[src/rtl/uart_rx_pkg.sv]
package uart_rx_pkg;

  // Frame engine phases
  typedef enum logic [2:0] {
    RX_IDLE,
    RX_START,
    RX_DATA,
    RX_PAR,
    RX_STOP
  } rx_state_e;

  // Error outcome of one completed frame
  typedef struct packed {
    logic ferr;
    logic perr;
  } rx_err_t;

  // Index of each sticky error flag in the flag bank
  localparam int FLG_OVR = 0;
  localparam int FLG_FRM = 1;
  localparam int FLG_PAR = 2;
  localparam int FLG_NUM = 3;

endpackage

[src/rtl/rx_sync.sv]
module rx_sync #(
  parameter int STAGES = 2
) (
  input  logic clk,
  input  logic rst_n,
  input  logic din,
  output logic dout
);

  logic [STAGES-1:0] sync_q;
  logic [STAGES-1:0] sync_d;

  always_comb begin
    sync_d = {sync_q[STAGES-2:0], din};
  end

  // Line idles high, so the chain resets to 1
  always_ff @(posedge clk or negedge rst_n) begin
    if (!rst_n) begin
      sync_q <= '1;
    end else begin
      sync_q <= sync_d;
    end
  end

  assign dout = sync_q[STAGES-1];

endmodule

[src/rtl/rx_frame_engine.sv]
module rx_frame_engine
  import uart_rx_pkg::*;
#(
  parameter int DATA_W = 8,
  parameter int OSR    = 16
) (
  input  logic              clk,
  input  logic              rst_n,
  input  logic              tick,
  input  logic              rx,
  input  logic              par_en,
  input  logic              par_odd,
  output logic              done,
  output logic [DATA_W-1:0] data,
  output rx_err_t           err
);

  localparam int CW = $clog2(OSR);
  localparam int BW = $clog2(DATA_W + 1);
  localparam logic [CW-1:0] MID_CNT  = CW'(OSR / 2 - 1);
  localparam logic [CW-1:0] LAST_CNT = CW'(OSR - 1);
  localparam logic [BW-1:0] LAST_BIT = BW'(DATA_W - 1);

  rx_state_e         state_q, state_d;
  logic [CW-1:0]     cnt_q, cnt_d;
  logic [BW-1:0]     bit_q, bit_d;
  logic [DATA_W-1:0] shr_q, shr_d;
  logic              pbit_q, pbit_d;
  logic              done_q, done_d;
  rx_err_t           err_q, err_d;
  logic              exp_par;

  // Parity bit the frame should carry for the assembled data
  assign exp_par = (^shr_q) ^ par_odd;

  always_comb begin
    state_d = state_q;
    cnt_d   = cnt_q;
    bit_d   = bit_q;
    shr_d   = shr_q;
    pbit_d  = pbit_q;
    done_d  = 1'b0;
    err_d   = err_q;
    if (tick) begin
      case (state_q)
        RX_IDLE: begin
          if (!rx) begin
            state_d = RX_START;
            cnt_d   = '0;
          end
        end
        RX_START: begin
          if (cnt_q == MID_CNT) begin
            cnt_d   = '0;
            bit_d   = '0;
            state_d = rx ? RX_IDLE : RX_DATA;
          end else begin
            cnt_d = cnt_q + CW'(1);
          end
        end
        RX_DATA: begin
          if (cnt_q == LAST_CNT) begin
            cnt_d = '0;
            shr_d = {rx, shr_q[DATA_W-1:1]};
            if (bit_q == LAST_BIT) begin
              state_d = par_en ? RX_PAR : RX_STOP;
            end else begin
              bit_d = bit_q + BW'(1);
            end
          end else begin
            cnt_d = cnt_q + CW'(1);
          end
        end
        RX_PAR: begin
          if (cnt_q == LAST_CNT) begin
            cnt_d   = '0;
            pbit_d  = rx;
            state_d = RX_STOP;
          end else begin
            cnt_d = cnt_q + CW'(1);
          end
        end
        RX_STOP: begin
          if (cnt_q == LAST_CNT) begin
            cnt_d      = '0;
            state_d    = RX_IDLE;
            done_d     = 1'b1;
            err_d.ferr = ~rx;
            err_d.perr = par_en & (pbit_q != exp_par);
          end else begin
            cnt_d = cnt_q + CW'(1);
          end
        end
        default: begin
          state_d = RX_IDLE;
        end
      endcase
    end
  end

  always_ff @(posedge clk or negedge rst_n) begin
    if (!rst_n) begin
      state_q <= RX_IDLE;
      cnt_q   <= '0;
      bit_q   <= '0;
      shr_q   <= '0;
      pbit_q  <= 1'b0;
      done_q  <= 1'b0;
      err_q   <= '0;
    end else begin
      state_q <= state_d;
      cnt_q   <= cnt_d;
      bit_q   <= bit_d;
      shr_q   <= shr_d;
      pbit_q  <= pbit_d;
      done_q  <= done_d;
      err_q   <= err_d;
    end
  end

  assign done = done_q;
  assign data = shr_q;
  assign err  = err_q;

endmodule

[src/rtl/rx_flag_ctl.sv]
module rx_flag_ctl
  import uart_rx_pkg::*;
#(
  parameter int DATA_W = 8
) (
  input  logic              clk,
  input  logic              rst_n,
  input  logic              done,
  input  logic [DATA_W-1:0] fdata,
  input  rx_err_t           err,
  input  logic              rd,
  input  logic              clr_ovr,
  input  logic              clr_frm,
  input  logic              clr_par,
  output logic [DATA_W-1:0] rdata,
  output logic              full,
  output logic [FLG_NUM-1:0] flags
);

  logic [DATA_W-1:0]  rdata_q, rdata_d;
  logic               full_q, full_d;
  logic               xfer;
  logic               clean;
  logic [FLG_NUM-1:0] set_v;
  logic [FLG_NUM-1:0] clr_v;

  // An unread register blocks the move; errors alone do not
  assign xfer  = done & ~full_q;
  assign clean = ~err.ferr & ~err.perr;

  assign set_v[FLG_OVR] = done & full_q;
  assign set_v[FLG_FRM] = done & err.ferr;
  assign set_v[FLG_PAR] = done & err.perr;
  assign clr_v[FLG_OVR] = clr_ovr;
  assign clr_v[FLG_FRM] = clr_frm;
  assign clr_v[FLG_PAR] = clr_par;

  always_comb begin
    rdata_d = xfer ? fdata : rdata_q;
    if (xfer && clean) begin
      full_d = 1'b1;
    end else if (rd) begin
      full_d = 1'b0;
    end else begin
      full_d = full_q;
    end
  end

  always_ff @(posedge clk or negedge rst_n) begin
    if (!rst_n) begin
      rdata_q <= '0;
      full_q  <= 1'b0;
    end else begin
      rdata_q <= rdata_d;
      full_q  <= full_d;
    end
  end

  // One sticky slice per error flag; set has priority over clear
  for (genvar g = 0; g < FLG_NUM; g++) begin : g_flag
    logic flg_q, flg_d;
    always_comb begin
      flg_d = set_v[g] | (flg_q & ~clr_v[g]);
    end
    always_ff @(posedge clk or negedge rst_n) begin
      if (!rst_n) begin
        flg_q <= 1'b0;
      end else begin
        flg_q <= flg_d;
      end
    end
    assign flags[g] = flg_q;
  end

  assign rdata = rdata_q;
  assign full  = full_q;

endmodule

[src/rtl/uart_rx_errbuf.sv]
module uart_rx_errbuf
  import uart_rx_pkg::*;
#(
  parameter int DATA_W      = 8,
  parameter int OSR         = 16,
  parameter int SYNC_STAGES = 2
) (
  input  logic              clk,
  input  logic              rst_n,
  input  logic              rxd_in,
  input  logic              baud_tick16,
  input  logic              par_en,
  input  logic              par_odd,
  input  logic              rd_strobe,
  input  logic              clr_ovr,
  input  logic              clr_frm,
  input  logic              clr_par,
  output logic [DATA_W-1:0] rx_data,
  output logic              rx_full,
  output logic              rx_ovr,
  output logic              rx_frm,
  output logic              rx_par,
  output logic              rxd_level
);

  logic               rx_s;
  logic               frm_done;
  logic [DATA_W-1:0]  frm_data;
  rx_err_t            frm_err;
  logic [FLG_NUM-1:0] flg;

  rx_sync #(
    .STAGES(SYNC_STAGES)
  ) u_sync (
    .clk  (clk),
    .rst_n(rst_n),
    .din  (rxd_in),
    .dout (rx_s)
  );

  rx_frame_engine #(
    .DATA_W(DATA_W),
    .OSR   (OSR)
  ) u_engine (
    .clk    (clk),
    .rst_n  (rst_n),
    .tick   (baud_tick16),
    .rx     (rx_s),
    .par_en (par_en),
    .par_odd(par_odd),
    .done   (frm_done),
    .data   (frm_data),
    .err    (frm_err)
  );

  rx_flag_ctl #(
    .DATA_W(DATA_W)
  ) u_flags (
    .clk    (clk),
    .rst_n  (rst_n),
    .done   (frm_done),
    .fdata  (frm_data),
    .err    (frm_err),
    .rd     (rd_strobe),
    .clr_ovr(clr_ovr),
    .clr_frm(clr_frm),
    .clr_par(clr_par),
    .rdata  (rx_data),
    .full   (rx_full),
    .flags  (flg)
  );

  assign rx_ovr    = flg[FLG_OVR];
  assign rx_frm    = flg[FLG_FRM];
  assign rx_par    = flg[FLG_PAR];
  assign rxd_level = rx_s;

endmodule

[config.mk]
export PLATFORM = sky130hd
export DESIGN_NAME = uart_rx_errbuf
export DESIGN_NICKNAME = d
export VERILOG_FILES = /design/src/rtl/uart_rx_pkg.sv /design/src/rtl/rx_sync.sv /design/src/rtl/rx_frame_engine.sv /design/src/rtl/rx_flag_ctl.sv /design/src/rtl/uart_rx_errbuf.sv
export SDC_FILE = /design/constraint.sdc
export NUM_CORES = 1
export LEC_CHECK = 0
export BUFFER_PORTS_ARGS = -buffer_cell sky130_fd_sc_hd__clkbuf_2
export CORE_MARGIN = 2
export CORE_UTILIZATION = 35
export CTS_CLUSTER_SIZE = 30
export DETAILED_ROUTE_END_ITERATION = 7
export PLACE_DENSITY_LB_ADDON = 0.25
export SLEW_MARGIN = 20
export SYNTH_ARGS = -nofsm -noshare
export SYNTH_HDL_FRONTEND = slang
export SYNTH_SLANG_ARGS = --single-unit
export TNS_END_PERCENT = 30
[constraint.sdc]
create_clock -name clk -period 1.6 [get_ports clk]
set_input_delay 0.08 -clock clk [delete_from_list [all_inputs] [get_ports clk]]
set_output_delay 0.08 -clock clk [all_outputs]
set_load 0.005 [all_outputs]
# Word-level counts from Yosys, hierarchy flattened
# Cells that the tools add are included.
dict set report word_totals {
  register_bits 37
  in_bits 10
  output_inout_bits 13
  wordCells 86
}
dict set report classes {
  n_addsub 2
  n_eq_ne 15
  muxes 22
  bitwise_logic 20
  reduce_logical 13
}
# op count
set op_table {}
lappend op_table {{4-bit 2-to-1 mux} 6}
lappend op_table {{3-bit 2-to-1 mux} 7}
lappend op_table {{3-bit one-hot mux with 5 select lines} 1}
lappend op_table {{4-bit one-hot mux with 3 select lines} 1}
lappend op_table {{3-bit AND reduction} 4}
lappend op_table {{2-bit by 1-bit inequality test with 1-bit output (second input constant)} 5}
lappend op_table {{1-bit bitwise AND} 9}
lappend op_table {{4-bit by 1-bit adder with 4-bit output (second input constant)} 2}
lappend op_table {{4-bit by 3-bit == test with 1-bit output (second input constant)} 2}
lappend op_table {{4-bit one-hot mux with 2 select lines} 1}
lappend op_table {{8-bit XOR reduction} 1}
lappend op_table {{1-bit inverter} 7}
lappend op_table {{7-bit AND reduction} 1}
lappend op_table {{3-bit by 2-bit == test with 1-bit output (second input constant)} 2}
lappend op_table {{1-bit 2-to-1 mux} 5}
lappend op_table {{5-bit AND reduction} 1}
lappend op_table {{4-bit == test (second input constant)} 1}
lappend op_table {{2-bit inequality test (second input constant)} 2}
lappend op_table {{2-bit nonzero test} 2}
lappend op_table {{3-bit by 1-bit == test with 1-bit output (second input constant)} 1}
lappend op_table {{3-bit == test (second input constant)} 1}
lappend op_table {{3-bit zero test} 1}
lappend op_table {{1-bit bitwise OR} 3}
lappend op_table {{3-bit nonzero test} 1}
lappend op_table {{other kinds (5)} 5}

# Longest topological paths before layout
dict set report logic_depth {
  word_depth 4
  ltp_mapped 5
  ltp_nobuf 5
}

# Modules after synthesis
# A second synthesis with hierarchy kept.
dict set report unflattened {
  cells_unflattened 156
  area_unflattened_um2 1874.3
}
# mod instances cells_each area_per_inst_um2 seq_area_each_um2
set by_module_without_submodules {}
lappend by_module_without_submodules {rx_frame_engine 1 117 1298.7 575.6}
lappend by_module_without_submodules {rx_flag_ctl 1 37 523.0 300.3}
lappend by_module_without_submodules {rx_sync 1 2 52.6 52.6}

# Worst setup path after synthesis
# Ideal clock, no wire load.
dict set report synth_timing {
  kind {register to register}
  from {register u_engine.cnt_q[0]}
  to {register u_engine.state_q[1]}
  setup_time_ns 0.121
  t_arrival_ns 1.618
  required_time_ns 1.479
  path_slack_ns -0.139
  stages_incl_launch_ff 6
  n_path_buf 0
  period_less_slack_ns 1.739
  path_cell_list {dfrtp_1 ha_1 nand3_2 and3_1 or4_1 a22o_1}
}
dict set report synth_via {
  elab_chain_len 3
  elab_cells_between_ends 7
  classes_between {eq/ne (6); reduce/logical (1)}
}
# item line_no
set synth_rtl {}
lappend synth_rtl {{from (decl)} rx_frame_engine.sv:25} ;# logic [CW-1:0] cnt_q, cnt_d;
lappend synth_rtl {{from (signal assigned)} rx_frame_engine.sv:112} ;# cnt_q <= cnt_d;
lappend synth_rtl {{4-bit == test / 4-bit by 3-bit == test with 1-bit output (equally long branches)} n/a}
lappend synth_rtl {{2-bit by 1-bit inequality test with 1-bit output (no source line)} n/a}
lappend synth_rtl {{7-bit AND reduction (no source line) (*)} n/a}
lappend synth_rtl {{to (signal assigned)} rx_frame_engine.sv:111} ;# state_q <= state_d;
lappend synth_rtl {{to (decl)} rx_frame_engine.sv:24} ;# rx_state_e state_q, state_d;
# Every way passes the cells marked *; elsewhere a longest branch is shown, timed or not.
# A chain may end at the register's enable or synchronous reset.

# Final worst setup path
dict set report layout_timing {
  from {register u_engine.cnt_q[1]}
  to {register u_engine.state_q[1]}
}
# Same word-level chain as after synthesis.

==> results.md <==
- Worst r2r path cells: 5
- Clock latency on the worst-skew pair: 290 ps
- Async SR Flop Fraction: between 90% and 100%
- Largest stage delay on the critical path: 510 ps
- Reg-to-reg critical path endpoint: u_engine.state_q[1]
- Routability congestion estimate: 0.817
- Worst endpoint data arrival time: around 1900 ps
- Mean area per synthesized cell: 11.8 sq um
- Fin crit period: roughly 1700 ps
- Fraction of layout cells with a size suffix above 1: 42.2%
- Yosys Warn Count: 0
- CP max stage cell: or4_1
- Area of the die: 5640 sq um
- Worst setup path class: flip-flop to flip-flop
- Number of failing setup endpoints in the final timing report: 14
- Antenna viol nets, final: 0
- Tot Pwr: 2.87 mW
- Violated checks: negative setup slack
- Placeable core region: 4790 sq um
- Critical Path Start: u_engine.cnt_q[1]
- TritonCTS clock tree: done
- Routed length per placed instance: 13.4 microns
- Synth Instances: 150
- Post-synthesis register bit count: 37
- X dimension of the die: around 75 microns
- Power per unit of standard cell area: 1220 nW/um^2
- Filler Cell Count: 430
- Row count: 25
- Detailed-route vias per instance: 4.81
- Result of the run: complete, but fails checks
- H-Tree Depth: 2
- Number of hold violations in the final report: 0
- Max Freq: a little under 0.6 GHz
- Global-route wire length before repair: 5910 microns
- Clock transition at the registers of the reported paths: 80 ps
- Number of inserted diodes: 0
- Synth-to-Final Area Change: 32.8%
- Buffer depth of the longest clock path: 2
- Required time of the critical path: 1780 ps
- Setup slack on the worst flop-to-flop path: -100 ps
- Overflow after GRT: 0
- Number of maximum-capacitance violations: 0
- Critical path startpoint category: flip-flop
- Worst supply voltage drop on vdd: about 0.42 mV
- Critical path capture point: u_engine.state_q[1]
- Largest net degree at the start of global routing: 38
- Number of DRC violations after detailed routing: 0
- Hold Path Class: primary input to flip-flop
- Min setup slack post-route: -102 ps
- Number of pins with negative max-slew slack in the final report: 0
- Number of CTS-inserted buffers: 5
- Series of cell instances along the critical path: ha_4 -> and3b_2 -> o32ai_2 -> or4_1 -> a22o_1
- Rel. slew slack: 69.1%
- Clock root cell: clkbuf_8
- Number of synthesized flops with an enable pin: 0
- Syn nets: 162
- Vertical extent of the die: about 75 microns
- Number of top-level pins: 23
- Number of antenna violations at the first check in global routing: 0
- # port buffers: 22
- Total wire length: 3620 microns
- Hpwl dp: 2610 microns
- Static leakage: 1.12 nW
- Unrepaired setup endpoints after global routing: yes
- Period utilization: 106%
- Number of sinks handled by clock tree synthesis: 37
- Worst setup EP type: flip-flop
- Detailed-router iteration count before antenna repair: 4
- Minimum setup slack after placement: -100 ps
- Distinct cells, synth: 42
- Critical-path maximum fanout: 4
- Detailed router's first-iteration violation count: 34
- Overall Global Routing Usage: 14.0%
- Via count of the first global-routing pass: 1296
- Sequential share of the synthesized area: ~53%
- Worst r2r src: u_engine.cnt_q[1]
- Vias after detailed routing: ~1300
- Aggregate negative setup slack: -723 ps
- Number of nets in the finished design: 215
- Top FF cell, synth: dfrtp_1
- Effective utilization at floorplan: between 30% and 40%
- Netlist area before placement: 1770 sq um
- Actual slew at the worst max-slew pin: 463 ps
- Final setup skew: around 8.3 ps
## report_power, final
group,switching [mW],total [mW],leakage (nW),internal [mW]
registers,0.100,1.13,0.499,1.03
logic,0.415,0.922,0.571,0.506
clock network,0.356,0.822,0.0543,0.467
## registers in the layout, summed over array words and instances (netlist names)
register	flops
u_flags.full	1
u_engine.err	2
u_engine.data	8
u_engine.done	1
u_engine.state_q	3
u_flags.g_flag.flg_q	3
u_engine.cnt_q	4
u_engine.pbit_q	1
u_engine.bit_q	4
u_flags.rdata	8
u_sync.sync_q	2
## worst min path at each step
stage                            from                   to  slack [ps]  cells after the start
after floorplan                 rst_n    u_engine.bit_q[0]        -220                      0
after global placement          rst_n  u_engine.state_q[0]         150                      2
after detailed placement        rst_n  u_engine.state_q[0]         150                      2
after CTS                 baud_tick16    u_engine.cnt_q[2]         120                      2
after global routing      baud_tick16    u_engine.cnt_q[2]         130                      2
final                     baud_tick16    u_engine.cnt_q[2]         130                      2
## worst max-delay path: cells and delay by family (launching register included)
kind / cells / cell delay (ps)
simple gates: 2 / 710
flops: 1 / 390
compound gates: 2 / 310
fa+ha+maj: 1 / 180
## what timing repair did
action	4_1_cts	5_1_grt
cloned	0	0
setup buffers	0	1
setup endpoints to repair	18	19
endpoints found under the hold margin	40	0
pin swaps	1	1
resized for setup	1	4
hold buffers	6	0
## cell usage after synthesis, types with 3 or more instances
cell type	instances	share of area, %
nor2_1	3	0.64
dfrtp_1	35	50
nand3_1	4	1.1
nand2_1	11	2.3
o21ai_0	8	2.3
nor3_1	4	1.1
mux2_2	18	11
a22o_1	3	1.5
nand4_1	3	1.1
inv_1	11	2.3
o31ai_1	3	1.3
xnor2_1	6	3.0
## logic make-up (layout without fill, tap and decap cells)
group           after synthesis  after routing  share of synthesized area, %
simple gates                 42             42                          14.3
buf+inv                      15             69                          3.75
mux                          20             20                          12.6
fa+ha+maj                     2              2                          1.42
flops                        37             37                          52.5
xor+xnor                      8              8                          4.74
compound gates               26             26                          10.7
## layout by cell type, fill, tap and decap left out, drive strengths merged, types with 2 or more instances in the layout
| master | instances |
|---|---|
| dfstp | 2 |
| nor2 | 3 |
| dfrtp | 35 |
| nand4 | 3 |
| or2b | 2 |
| or4 | 2 |
| nor3 | 5 |
| nand3 | 5 |
| nand2b | 2 |
| nand2 | 11 |
| mux2i | 2 |
| ha | 2 |
| a21oi | 2 |
| o21ai | 8 |
| and3b | 2 |
| and3 | 2 |
| inv | 11 |
| dlygate4sd3 | 6 |
| o221ai | 2 |
| buf | 22 |
| mux2 | 18 |
| clkbuf | 27 |
| o32ai | 2 |
| o31ai | 3 |
| or3 | 2 |
| xnor2 | 6 |
| a22o | 3 |
## routing by layer
metal  track usage (%)  share of wire (%)  up-vias
li1                  -                  -      644
met1              18.2                 48      636
met2              22.5                 48       22
met3              3.88                3.1        2
met4              4.76               0.75        0
met5                 0                  0        -
## metrics by stage
stage / utilization [%] / hold WS (ps) / cell area (sq um) / cells
after floorplan: - / -216 / 1810 / 150
after global routing: 49.0 / 134 / 2350 / 271
after global placement: 44.9 / 147 / 2150 / 256
after CTS: 48.7 / 120 / 2330 / 270
after detailed placement: 44.9 / 154 / 2150 / 256
final: 49.0 / 126 / 2350 / 271
## layout make-up
class | count | area, sq um | area share [%]
Clock inverter | 3 | 46.3 | 1.97
Clock buffer | 5 | 68.8 | 2.93
Inverter | 11 | 41.3 | 1.76
Multi-Input combinational cell | 98 | 822 | 35.0
Sequential cell | 37 | 930 | 39.6
Timing Repair Buffer | 50 | 355 | 15.1
Tap cell | 67 | 83.8 | 3.57
No activity file was read; power rests on OpenSTA's default activity.
